`src/rtl/ebus_wait_pkg.sv`:
```
package ebus_wait_pkg;

  typedef enum logic [1:0] {
    WK_NONE   = 2'd0,
    WK_CSCHG  = 2'd1,
    WK_RELOAD = 2'd2,
    WK_EARLY  = 2'd3
  } wait_kind_e;

  typedef enum logic [1:0] {
    CR_SETUP = 2'd0,
    CR_PULSE = 2'd1,
    CR_CYCLE = 2'd2,
    CR_MODE  = 2'd3
  } cfg_reg_e;

endpackage

```
`src/rtl/ebus_cfg_tracker.sv`:
```
module ebus_cfg_tracker
  import ebus_wait_pkg::*;
(
  input  logic     clk,
  input  logic     rst,
  input  logic     cfg_we,
  input  cfg_reg_e cfg_sel,
  input  logic     consume,
  output logic     pend
);

  logic set_pend;
  assign set_pend = cfg_we && (cfg_sel == CR_MODE);

  // a new mode write in the consuming cycle wins, so it is not lost
  always_ff @(posedge clk) begin
    if (rst)           pend <= 1'b0;
    else if (set_pend) pend <= 1'b1;
    else if (consume)  pend <= 1'b0;
  end

  AST_TIMING_NO_SET: assert property (@(posedge clk) disable iff (rst)
    (!pend && cfg_we && cfg_sel != CR_MODE) |=> !pend);

endmodule

```
`src/rtl/ebus_access_history.sv`:
```
module ebus_access_history #(
  parameter int NUM_CS  = 6,
  parameter int HOLD_W  = 3,
  localparam int CS_W   = (NUM_CS > 1) ? $clog2(NUM_CS) : 1
) (
  input  logic              clk,
  input  logic              rst,
  input  logic              accept,
  input  logic [CS_W-1:0]   acc_cs_in,
  input  logic              acc_wr_in,
  input  logic              acc_wstrobe_in,
  input  logic [HOLD_W-1:0] acc_hold_in,
  output logic              prev_valid,
  output logic [CS_W-1:0]   prev_cs,
  output logic              prev_wr_nohold
);

  always_ff @(posedge clk) begin
    if (rst) begin
      prev_valid     <= 1'b0;
      prev_cs        <= '0;
      prev_wr_nohold <= 1'b0;
    end else if (accept) begin
      prev_valid     <= 1'b1;
      prev_cs        <= acc_cs_in;
      prev_wr_nohold <= acc_wr_in && acc_wstrobe_in && (acc_hold_in == '0);
    end
  end

  AST_CS_RANGE: assert property (@(posedge clk) disable iff (rst)
    accept |-> (int'(acc_cs_in) < NUM_CS));

endmodule

```
`src/rtl/ebus_wait_arbiter.sv`:
```
module ebus_wait_arbiter
  import ebus_wait_pkg::*;
#(
  parameter int NUM_CS  = 6,
  parameter int SETUP_W = 6,
  localparam int CS_W   = (NUM_CS > 1) ? $clog2(NUM_CS) : 1
) (
  input  logic               req_valid,
  input  logic [CS_W-1:0]    req_cs,
  input  logic               req_write,
  input  logic [SETUP_W-1:0] req_rd_setup,
  input  logic               prev_valid,
  input  logic [CS_W-1:0]    prev_cs,
  input  logic               prev_wr_nohold,
  input  logic               pend,
  output wait_kind_e         kind
);

  logic need_cs, need_rl, need_er;

  assign need_cs = req_valid && prev_valid && (req_cs != prev_cs);
  assign need_rl = req_valid && pend;
  assign need_er = req_valid && prev_wr_nohold && !req_write && (req_rd_setup != '0);

  always_comb begin
    if (need_cs)      kind = WK_CSCHG;
    else if (need_rl) kind = WK_RELOAD;
    else if (need_er) kind = WK_EARLY;
    else              kind = WK_NONE;
  end

endmodule

```
`src/rtl/ebus_wait_sequencer.sv`:
```
module ebus_wait_sequencer
  import ebus_wait_pkg::*;
#(
  parameter int NUM_CS  = 6,
  parameter int HOLD_W  = 3,
  parameter int SETUP_W = 6,
  localparam int CS_W   = (NUM_CS > 1) ? $clog2(NUM_CS) : 1
) (
  input  logic               clk,
  input  logic               rst,
  input  logic               req_valid,
  output logic               req_ready,
  input  logic [CS_W-1:0]    req_cs,
  input  logic               req_write,
  input  logic               req_wstrobe_ctl,
  input  logic [HOLD_W-1:0]  req_wr_hold,
  input  logic [SETUP_W-1:0] req_rd_setup,
  input  logic               cfg_we,
  input  logic [1:0]         cfg_sel,
  input  logic [CS_W-1:0]    cfg_cs,
  output logic               wait_ins,
  output logic [1:0]         wait_kind,
  output logic               cfg_load,
  output logic               acc_go,
  output logic [CS_W-1:0]    acc_cs,
  output logic               acc_write
);

  logic            pend, consume, waited_q, issue_wait, accept;
  logic            prev_valid, prev_wr_nohold;
  logic [CS_W-1:0] prev_cs;
  wait_kind_e      kind, kind_q;

  ebus_cfg_tracker u_cfg (
    .clk     (clk),
    .rst     (rst),
    .cfg_we  (cfg_we),
    .cfg_sel (cfg_reg_e'(cfg_sel)),
    .consume (consume),
    .pend    (pend)
  );

  ebus_access_history #(.NUM_CS(NUM_CS), .HOLD_W(HOLD_W)) u_hist (
    .clk            (clk),
    .rst            (rst),
    .accept         (accept),
    .acc_cs_in      (req_cs),
    .acc_wr_in      (req_write),
    .acc_wstrobe_in (req_wstrobe_ctl),
    .acc_hold_in    (req_wr_hold),
    .prev_valid     (prev_valid),
    .prev_cs        (prev_cs),
    .prev_wr_nohold (prev_wr_nohold)
  );

  ebus_wait_arbiter #(.NUM_CS(NUM_CS), .SETUP_W(SETUP_W)) u_arb (
    .req_valid      (req_valid),
    .req_cs         (req_cs),
    .req_write      (req_write),
    .req_rd_setup   (req_rd_setup),
    .prev_valid     (prev_valid),
    .prev_cs        (prev_cs),
    .prev_wr_nohold (prev_wr_nohold),
    .pend           (pend),
    .kind           (kind)
  );

  // one idle cycle per request: the flag masks the arbiter until acceptance
  assign issue_wait = (kind != WK_NONE) && !waited_q;
  assign req_ready  = !issue_wait;
  assign accept     = req_valid && req_ready;
  assign consume    = issue_wait && pend && (kind == WK_CSCHG || kind == WK_RELOAD);

  always_ff @(posedge clk) begin
    if (rst)             waited_q <= 1'b0;
    else if (accept)     waited_q <= 1'b0;
    else if (issue_wait) waited_q <= 1'b1;
  end

  always_ff @(posedge clk) begin
    if (rst) begin
      wait_ins  <= 1'b0;
      kind_q    <= WK_NONE;
      cfg_load  <= 1'b0;
      acc_go    <= 1'b0;
      acc_cs    <= '0;
      acc_write <= 1'b0;
    end else begin
      wait_ins <= issue_wait;
      kind_q   <= issue_wait ? kind : WK_NONE;
      cfg_load <= consume;
      acc_go   <= accept;
      if (accept) begin
        acc_cs    <= req_cs;
        acc_write <= req_write;
      end
    end
  end

  assign wait_kind = kind_q;

  AST_SINGLE_IDLE: assert property (@(posedge clk) disable iff (rst)
    wait_ins |=> !wait_ins);
  AST_KIND_IDLE: assert property (@(posedge clk) disable iff (rst)
    !wait_ins |-> (wait_kind == WK_NONE));
  AST_GO_AFTER_READY: assert property (@(posedge clk) disable iff (rst)
    acc_go |-> $past(req_ready));
  AST_LOAD_WITH_WAIT: assert property (@(posedge clk) disable iff (rst)
    cfg_load |-> (wait_ins && (wait_kind == WK_CSCHG || wait_kind == WK_RELOAD)));
  AST_PEND_HOLDS: assert property (@(posedge clk) disable iff (rst)
    (req_valid && pend && !waited_q) |-> !req_ready);
  AST_CFG_CS_RANGE: assert property (@(posedge clk) disable iff (rst)
    cfg_we |-> (int'(cfg_cs) < NUM_CS));

endmodule

```
`config.mk`:
```
export PLATFORM = sky130hd
export DESIGN_NAME = ebus_wait_sequencer
export DESIGN_NICKNAME = d
export VERILOG_FILES = /design/src/rtl/ebus_wait_pkg.sv /design/src/rtl/ebus_cfg_tracker.sv /design/src/rtl/ebus_access_history.sv /design/src/rtl/ebus_wait_arbiter.sv /design/src/rtl/ebus_wait_sequencer.sv
export SDC_FILE = /design/constraint.sdc
export NUM_CORES = 1
export LEC_CHECK = 0
export BUFFER_PORTS_ARGS = -buffer_cell sky130_fd_sc_hd__buf_4
export CAP_MARGIN = 10
export CORE_MARGIN = 10
export CORE_UTILIZATION = 30
export DETAILED_ROUTE_END_ITERATION = 7
export HOLD_SLACK_MARGIN = 0.02
export PLACE_DENSITY = 0.7
export RECOVER_POWER = 50
export SYNTH_ARGS = -nofsm -noshare
export SYNTH_HDL_FRONTEND = slang
export SYNTH_SLANG_ARGS = --single-unit
```
`constraint.sdc`:
```
create_clock -name clk -period 1.9 [get_ports clk]
set_clock_uncertainty 0.15 [all_clocks]
set_input_delay 0.19 -clock clk [delete_from_list [all_inputs] [get_ports clk]]
set_output_delay 0.19 -clock clk [all_outputs]
set_load 0.02 [all_outputs]
```
==> impl_metrics.toml, run 1 <==
[run_status]
outcome = "finished, violations left"
violations = "negative setup slack"

[clock_network]
insertion_delay_ns = 0.27
tritoncts = "yes"
clockRootBuffer = "clkbuf_4"
clock-sinks = 13
numCtsBuffers = 3
clk_pin_slew_worst_paths_ns = 0.08
cts_max_path_buffers = 2
ctsHtreeMaxLevel = 1

[yosys]
synth_area_per_cell_um2 = 9.65
synth_top_area_cell = "dfxtp_1"
ys_ff_latch = 13
synthTopCellsByArea = "dfxtp_1 (48%), mux2i_1 (7.4%), nor2_1 (4.9%), xor2_1 (4.9%), a21oi_1 (4.6%)"
synth_fp_nets = 80
yosysUniqueCellTypes = 25
yosysWarnings = 0
synth_top_area_frac = 0.481
syn_area_um2 = 541
syn_inst = 56
ys_seq_area_frac = 0.481

[route]
dr.first_iter.drc_count = 7
drtPass1Iterations = 2
vias_per_cell = 4.71
postRouteAntennaNets = 0
vias = 589
drc_errors = 0
routed_wl_mm = 1.76
avgRoutedWirePerCell_um = 14.1

[floorplan]
rows = 15
die_width_um = 62.4
core_um2 = 1730
num_io_pins = 33
start_util = 0.313
dieHeight_um = 62.4
dieArea_um2 = 3900

[timing]
period_needed_ns = 2.10
fin_crit_sh = 1.11
fin_setup_tns_ns = -1.43
rsz0062_at_grt = "true"
setup_violations = 11
timing_hold_violations_final = 0
worst_pin_slew_ns = 0.441
fmax_mhz = 475
whs_ns = 0.0292
setup_slack_ns = -0.204
final_max_slew_viol_count = 0
slew_headroom = 0.703

[worst_setup_path]
crit_family = "compound AO/OA/AOI/OAI gates"
arrival_ns = 1.76
end_kind = "output port"
path_class = "register to output port"
cp_slowest_cell = "dfxtp_2"
worst-path-max-fanout = 2
max_stage_delay_ns = 0.34
path_cells = "xor2_2 -> o31ai_2 -> o211ai_1 -> ha_2 -> or2_4 -> buf_6"
start_kind = "register"
worstPathRequired_ns = 1.56
cp_num_buf_inv = 1

[cells_and_area]
final_common_cell = "buf_4"
design_area_um2 = 992
final_nets = 125
layout_common_cells = "buf_4 (30), dfxtp_1 (10), nor2_1 (6), clkbuf_1 (6), mux2i_1 (4)"
diodes = 0
fillers = 167
drive_above_1_share = 0.540
area_delta_synth_final_pct = 83.6

[place]
port_buffers = 29
dp_worst_setup_slack_ns = -0.190
place_congestion = 0.743
dpl_cell_area_um2 = 826

[global_routing]
track_usage = 0.0865
grt_pass1_vias = 611
grt_max_degree = 12
gr-total-overflow = 0
grt_pass1_wl_mm = 2.75
grt_antenna_before_repair = 0

[power_and_ir_drop]
ir_drop_mv = 0.600
p_leak_nw = 0.451
pwr_density_cell_nw_per_um2 = 643

[job]
drv_cap = 0

[worst_hold_path]
min_path_type = "primary input to register"
-- tightest hold or removal path: stages --
cell,delay (ns)
buf_4,0.11
nand3_1,0.05
a21oi_1,0.06
-- stage by stage --
stage               power (mW)  cells   util
floorplan                0.366     56      -
global placement         0.427    113  0.478
detailed placement       0.429    113  0.478
CTS                      0.632    124  0.558
global route             0.675    125  0.575
finish                   0.638    125  0.575
-- final cells by class --
cell class	count	area, µm²	share of cell area
clock buffer	4	26.3	0.0265
tap	25	31.3	0.0315
timing repair buffer	42	328	0.330
inverter	2	7.51	0.00757
multi-input combinational	39	335	0.338
sequential	13	264	0.266
-- per-layer routing --
| metal | part of all wire | up-vias | routed length [µm] | track usage |
|---|---|---|---|---|
| met5 | 0 | - | 0 | 0 |
| met4 | 0.022 | 0 | 38 | 0.0279 |
| met3 | 0.065 | 4 | 115 | 0.0484 |
| met2 | 0.52 | 21 | 914 | 0.150 |
| met1 | 0.39 | 276 | 689 | 0.0855 |
| li1 | - | 288 | - | - |
-- report_power, final --
group          internal [mW]  switching, mW
Combinational         0.0963         0.0753
Clock                 0.0814         0.0868
Sequential             0.287         0.0107
-- Yosys cell counts --
library cell	n
nor3b_2	1
or4_1	1
ha_1	1
inv_1	2
nand3_1	1
clkbuf_1	2
o21ai_0	2
a211oi_1	1
nor2_1	7
o21a_1	1
o211ai_1	1
or2_1	1
nand2_1	1
and3_1	1
nor4_1	1
a21oi_1	5
o21ai_2	1
o31ai_1	1
nand3b_1	1
mux2i_1	4
o31a_1	1
nand2b_1	2
o211a_1	1
dfxtp_1	13
xor2_1	3
-- flip-flops by register name, summed over array words and instances, names as in the netlist --
signal	count
u_hist.prev_valid	1
u_cfg.pend	1
u_hist.prev_wr_nohold	1
acc_write	1
cfg_load	1
waited_q	1
wait_kind	2
wait_ins	1
acc_go	1
u_hist.prev_cs	3
-- worst paths after layout --
kind	slack [ns]	cells past startpoint	endpoint	start
max	-0.20	6	req_ready	u_hist.prev_cs[1]
min reg2reg	0.33	2	u_hist.prev_valid	u_hist.prev_valid
min	0.03	3	u_cfg.pend	cfg_sel[1]
max reg2reg	-0.20	8	wait_kind[1]	u_hist.prev_cs[1]
-- cells by family (layout without fill, tap and decap cells) --
| group | Yosys count | after routing | synth area share |
|---|---|---|---|
| XOR/XNOR | 3 | 3 | 0.0486 |
| adder cells (fa/ha/maj) | 1 | 1 | 0.0231 |
| flip-flops | 13 | 13 | 0.481 |
| multiplexers | 4 | 4 | 0.0741 |
| buffers and inverters | 4 | 48 | 0.0278 |
| AO/OA/AOI/OAI | 14 | 14 | 0.171 |
| AND/OR/NAND/NOR | 17 | 17 | 0.174 |
-- repair_timing --
| item | in CTS | in global routing |
|---|---|---|
| resized for setup | 9 | 9 |
| pin swaps | 7 | 9 |
| hold buffers | 3 | 0 |
| setup endpoints to repair | 12 | 14 |
| endpoints found under the hold margin | 2 | 0 |
| setup buffers | 4 | 1 |
No activity file was read; power rests on OpenSTA's default activity.
==> inputs of run 2 (changes only) <==
--- a/config.mk
+++ b/config.mk
@@ -9,10 +9,10 @@
 export CAP_MARGIN = 10
 export CORE_MARGIN = 10
 export CORE_UTILIZATION = 30
+export CTS_CLUSTER_DIAMETER = 80
 export DETAILED_ROUTE_END_ITERATION = 7
 export HOLD_SLACK_MARGIN = 0.02
 export PLACE_DENSITY = 0.7
-export RECOVER_POWER = 50
 export SYNTH_ARGS = -nofsm -noshare
 export SYNTH_HDL_FRONTEND = slang
 export SYNTH_SLANG_ARGS = --single-unit
==> impl_metrics.toml, run 2 (same netlist as run 1, synthesis figures left out) <==
[power_and_ir_drop]
p_leak_nw = 0.472
power.share.sequential = 0.465
p_int_mw = 0.467
clock_power_share = 0.263
sw_frac_of_total = 0.270
total_power_mw = 0.640
pwr_density_cell_nw_per_um2 = 633
p_comb_frac = 0.272
ir_drop_mv = 0.605
power.switching_mw = 0.173

[timing]
timing_hold_violations_final = 0
setup_violations = 11
slew_headroom = 0.703
setup_slack_ns = -0.204
whs_ns = 0.0289
fmax_mhz = 475
worst_pin_slew_ns = 0.441
period_needed_ns = 2.10
fin_crit_sh = 1.11
final_max_slew_viol_count = 0
rsz0062_at_grt = "true"

[global_routing]
track_usage = 0.0865
grt_max_degree = 12
met2_usage = 0.150
gr-total-overflow = 0
grt_use_met1 = 0.0855
grt_pass1_vias = 611
grt_pass1_wl_mm = 2.75
grt.busiest_layer = "met2"
grtUsageMet3 = 0.0484
grt_antenna_before_repair = 0

[cells_and_area]
design_area_um2 = 1010
area_delta_synth_final_pct = 87.0
final_common_cell = "buf_4"
final_nets = 125
largest_register = "u_hist.prev_cs"
fillers = 159
largest_reg_flops = 3
diodes = 0
layout_common_cells = "buf_4 (35), dfxtp_1 (10), nor2_1 (6)"
drive_above_1_share = 0.590

[route]
postRouteAntennaNets = 0
drtPass1Iterations = 2
vias_per_cell = 4.71
avgRoutedWirePerCell_um = 13.9
dr.first_iter.drc_count = 4
vias = 589
drc_errors = 0
routed_wl_mm = 1.74

[clock_network]
numCtsBuffers = 3
clockRootBuffer = "clkbuf_4"
ctsHtreeMaxLevel = 1
clk_pin_slew_worst_paths_ns = 0.08
insertion_delay_ns = 0.27
clock-sinks = 13
tritoncts = "yes"
cts_max_path_buffers = 2

[worst_setup_path]
crit_family = "compound AO/OA/AOI/OAI gates"
path_cells = "xor2_2 -> o31ai_2 -> o211ai_1 -> ha_2 -> or2_4 -> buf_6"
worstReg2RegEnd = "wait_kind[1]"
max_stage_delay_ns = 0.34
arrival_ns = 1.76
r2r_start = "u_hist.prev_cs[1]"
end_kind = "output port"
start_kind = "register"
path_class = "register to output port"
reg2regPathDepth = 8
r2r_setup_slack_ns = -0.20
cp_num_buf_inv = 1
worstPathRequired_ns = 1.56
cp_slowest_cell = "dfxtp_2"
worst-path-max-fanout = 2

[floorplan]
dieHeight_um = 62.4
dieArea_um2 = 3900
core_um2 = 1730
num_io_pins = 33
rows = 15
die_width_um = 62.4
start_util = 0.313

[job]
drv_cap = 0

[place]
place_congestion = 0.743
dpl_cell_area_um2 = 826
port_buffers = 29

[worst_hold_path]
hold_end = "u_cfg.pend"
min_path_type = "primary input to register"
whs_path_depth = 3
min_from = "cfg_sel[1]"

[run_status]
violations = "negative setup slack"
outcome = "finished, violations left"
==> run 2: cell count changes in the layout (fill, tap and decap cells not counted), sizes merged <==
cell | before | now
clkbuf | 9 | 4
buf | 34 | 39
==> run 2: power groups by stage <==
stage               combinational, mW  clock (mW)  sequential [mW]
finish                          0.174       0.168            0.298
global route                    0.188       0.189            0.300
CTS                             0.162       0.172            0.297
detailed placement              0.127           0            0.302
global placement                0.125           0            0.302
floorplan                      0.0524           0            0.313
==> run 2: worst max path at each step <==
stage                            startpoint  slack [ns]                     to  cells after the start
after floorplan           u_hist.prev_cs[1]       -0.11           wait_kind[1]                      8
after detailed placement    req_rd_setup[1]       -0.19  u_hist.prev_wr_nohold                      8
after global placement    u_hist.prev_cs[1]       -0.16      u_hist.prev_cs[1]                      7
after CTS                 u_hist.prev_cs[0]       -0.22              req_ready                      6
final                     u_hist.prev_cs[1]       -0.20              req_ready                      6
after global routing      u_hist.prev_cs[1]       -0.30              req_ready                      6
==> run 2: through the flow <==
| step | utilization | instances | worst slack, ns | setup TNS [ns] |
|---|---|---|---|---|
| after global routing | 0.586 | 125 | -0.303 | -2.69 |
| after detailed placement | 0.478 | 113 | -0.190 | -1.29 |
| after CTS | 0.558 | 124 | -0.224 | -1.52 |
| after floorplan | - | 56 | -0.111 | -0.563 |
| final | 0.586 | 125 | -0.204 | -1.43 |
| after global placement | 0.478 | 113 | -0.159 | -1.15 |
==> run 2: per-layer routing <==
| layer | wire, µm | vias to the layer above | part of all wire |
|---|---|---|---|
| met3 | 123 | 4 | 0.071 |
| li1 | - | 288 | - |
| met5 | 0 | - | 0 |
| met1 | 660 | 276 | 0.38 |
| met4 | 38 | 0 | 0.022 |
| met2 | 918 | 21 | 0.53 |
==> run 2: worst reg2reg max path: stages, from the launching register on <==
cell and delay, ns:
dfxtp_2 0.34, xor2_2 0.15, o31ai_2 0.29, o211ai_1 0.13, ha_2 0.20, or2_4 0.24
buf_6 0.14, nor3b_4 0.22, o211a_1 0.18
==> run 2: cell type report <==
| cell class | count | area (µm²) | area share |
|---|---|---|---|
| timing repair buffer | 42 | 347 | 0.343 |
| multi-input combinational | 39 | 335 | 0.332 |
| sequential | 13 | 264 | 0.261 |
| tap | 25 | 31.3 | 0.0309 |
| clock buffer | 4 | 26.3 | 0.0260 |
| inverter | 2 | 7.51 | 0.00743 |
==> run 2: repair_timing <==
item | in CTS | in global routing
pin swaps | 7 | 9
hold endpoints to repair | 2 | 0
setup endpoints to repair | 12 | 14
hold buffers | 3 | 0
resized for setup | 9 | 9
buffers inserted | 4 | 1
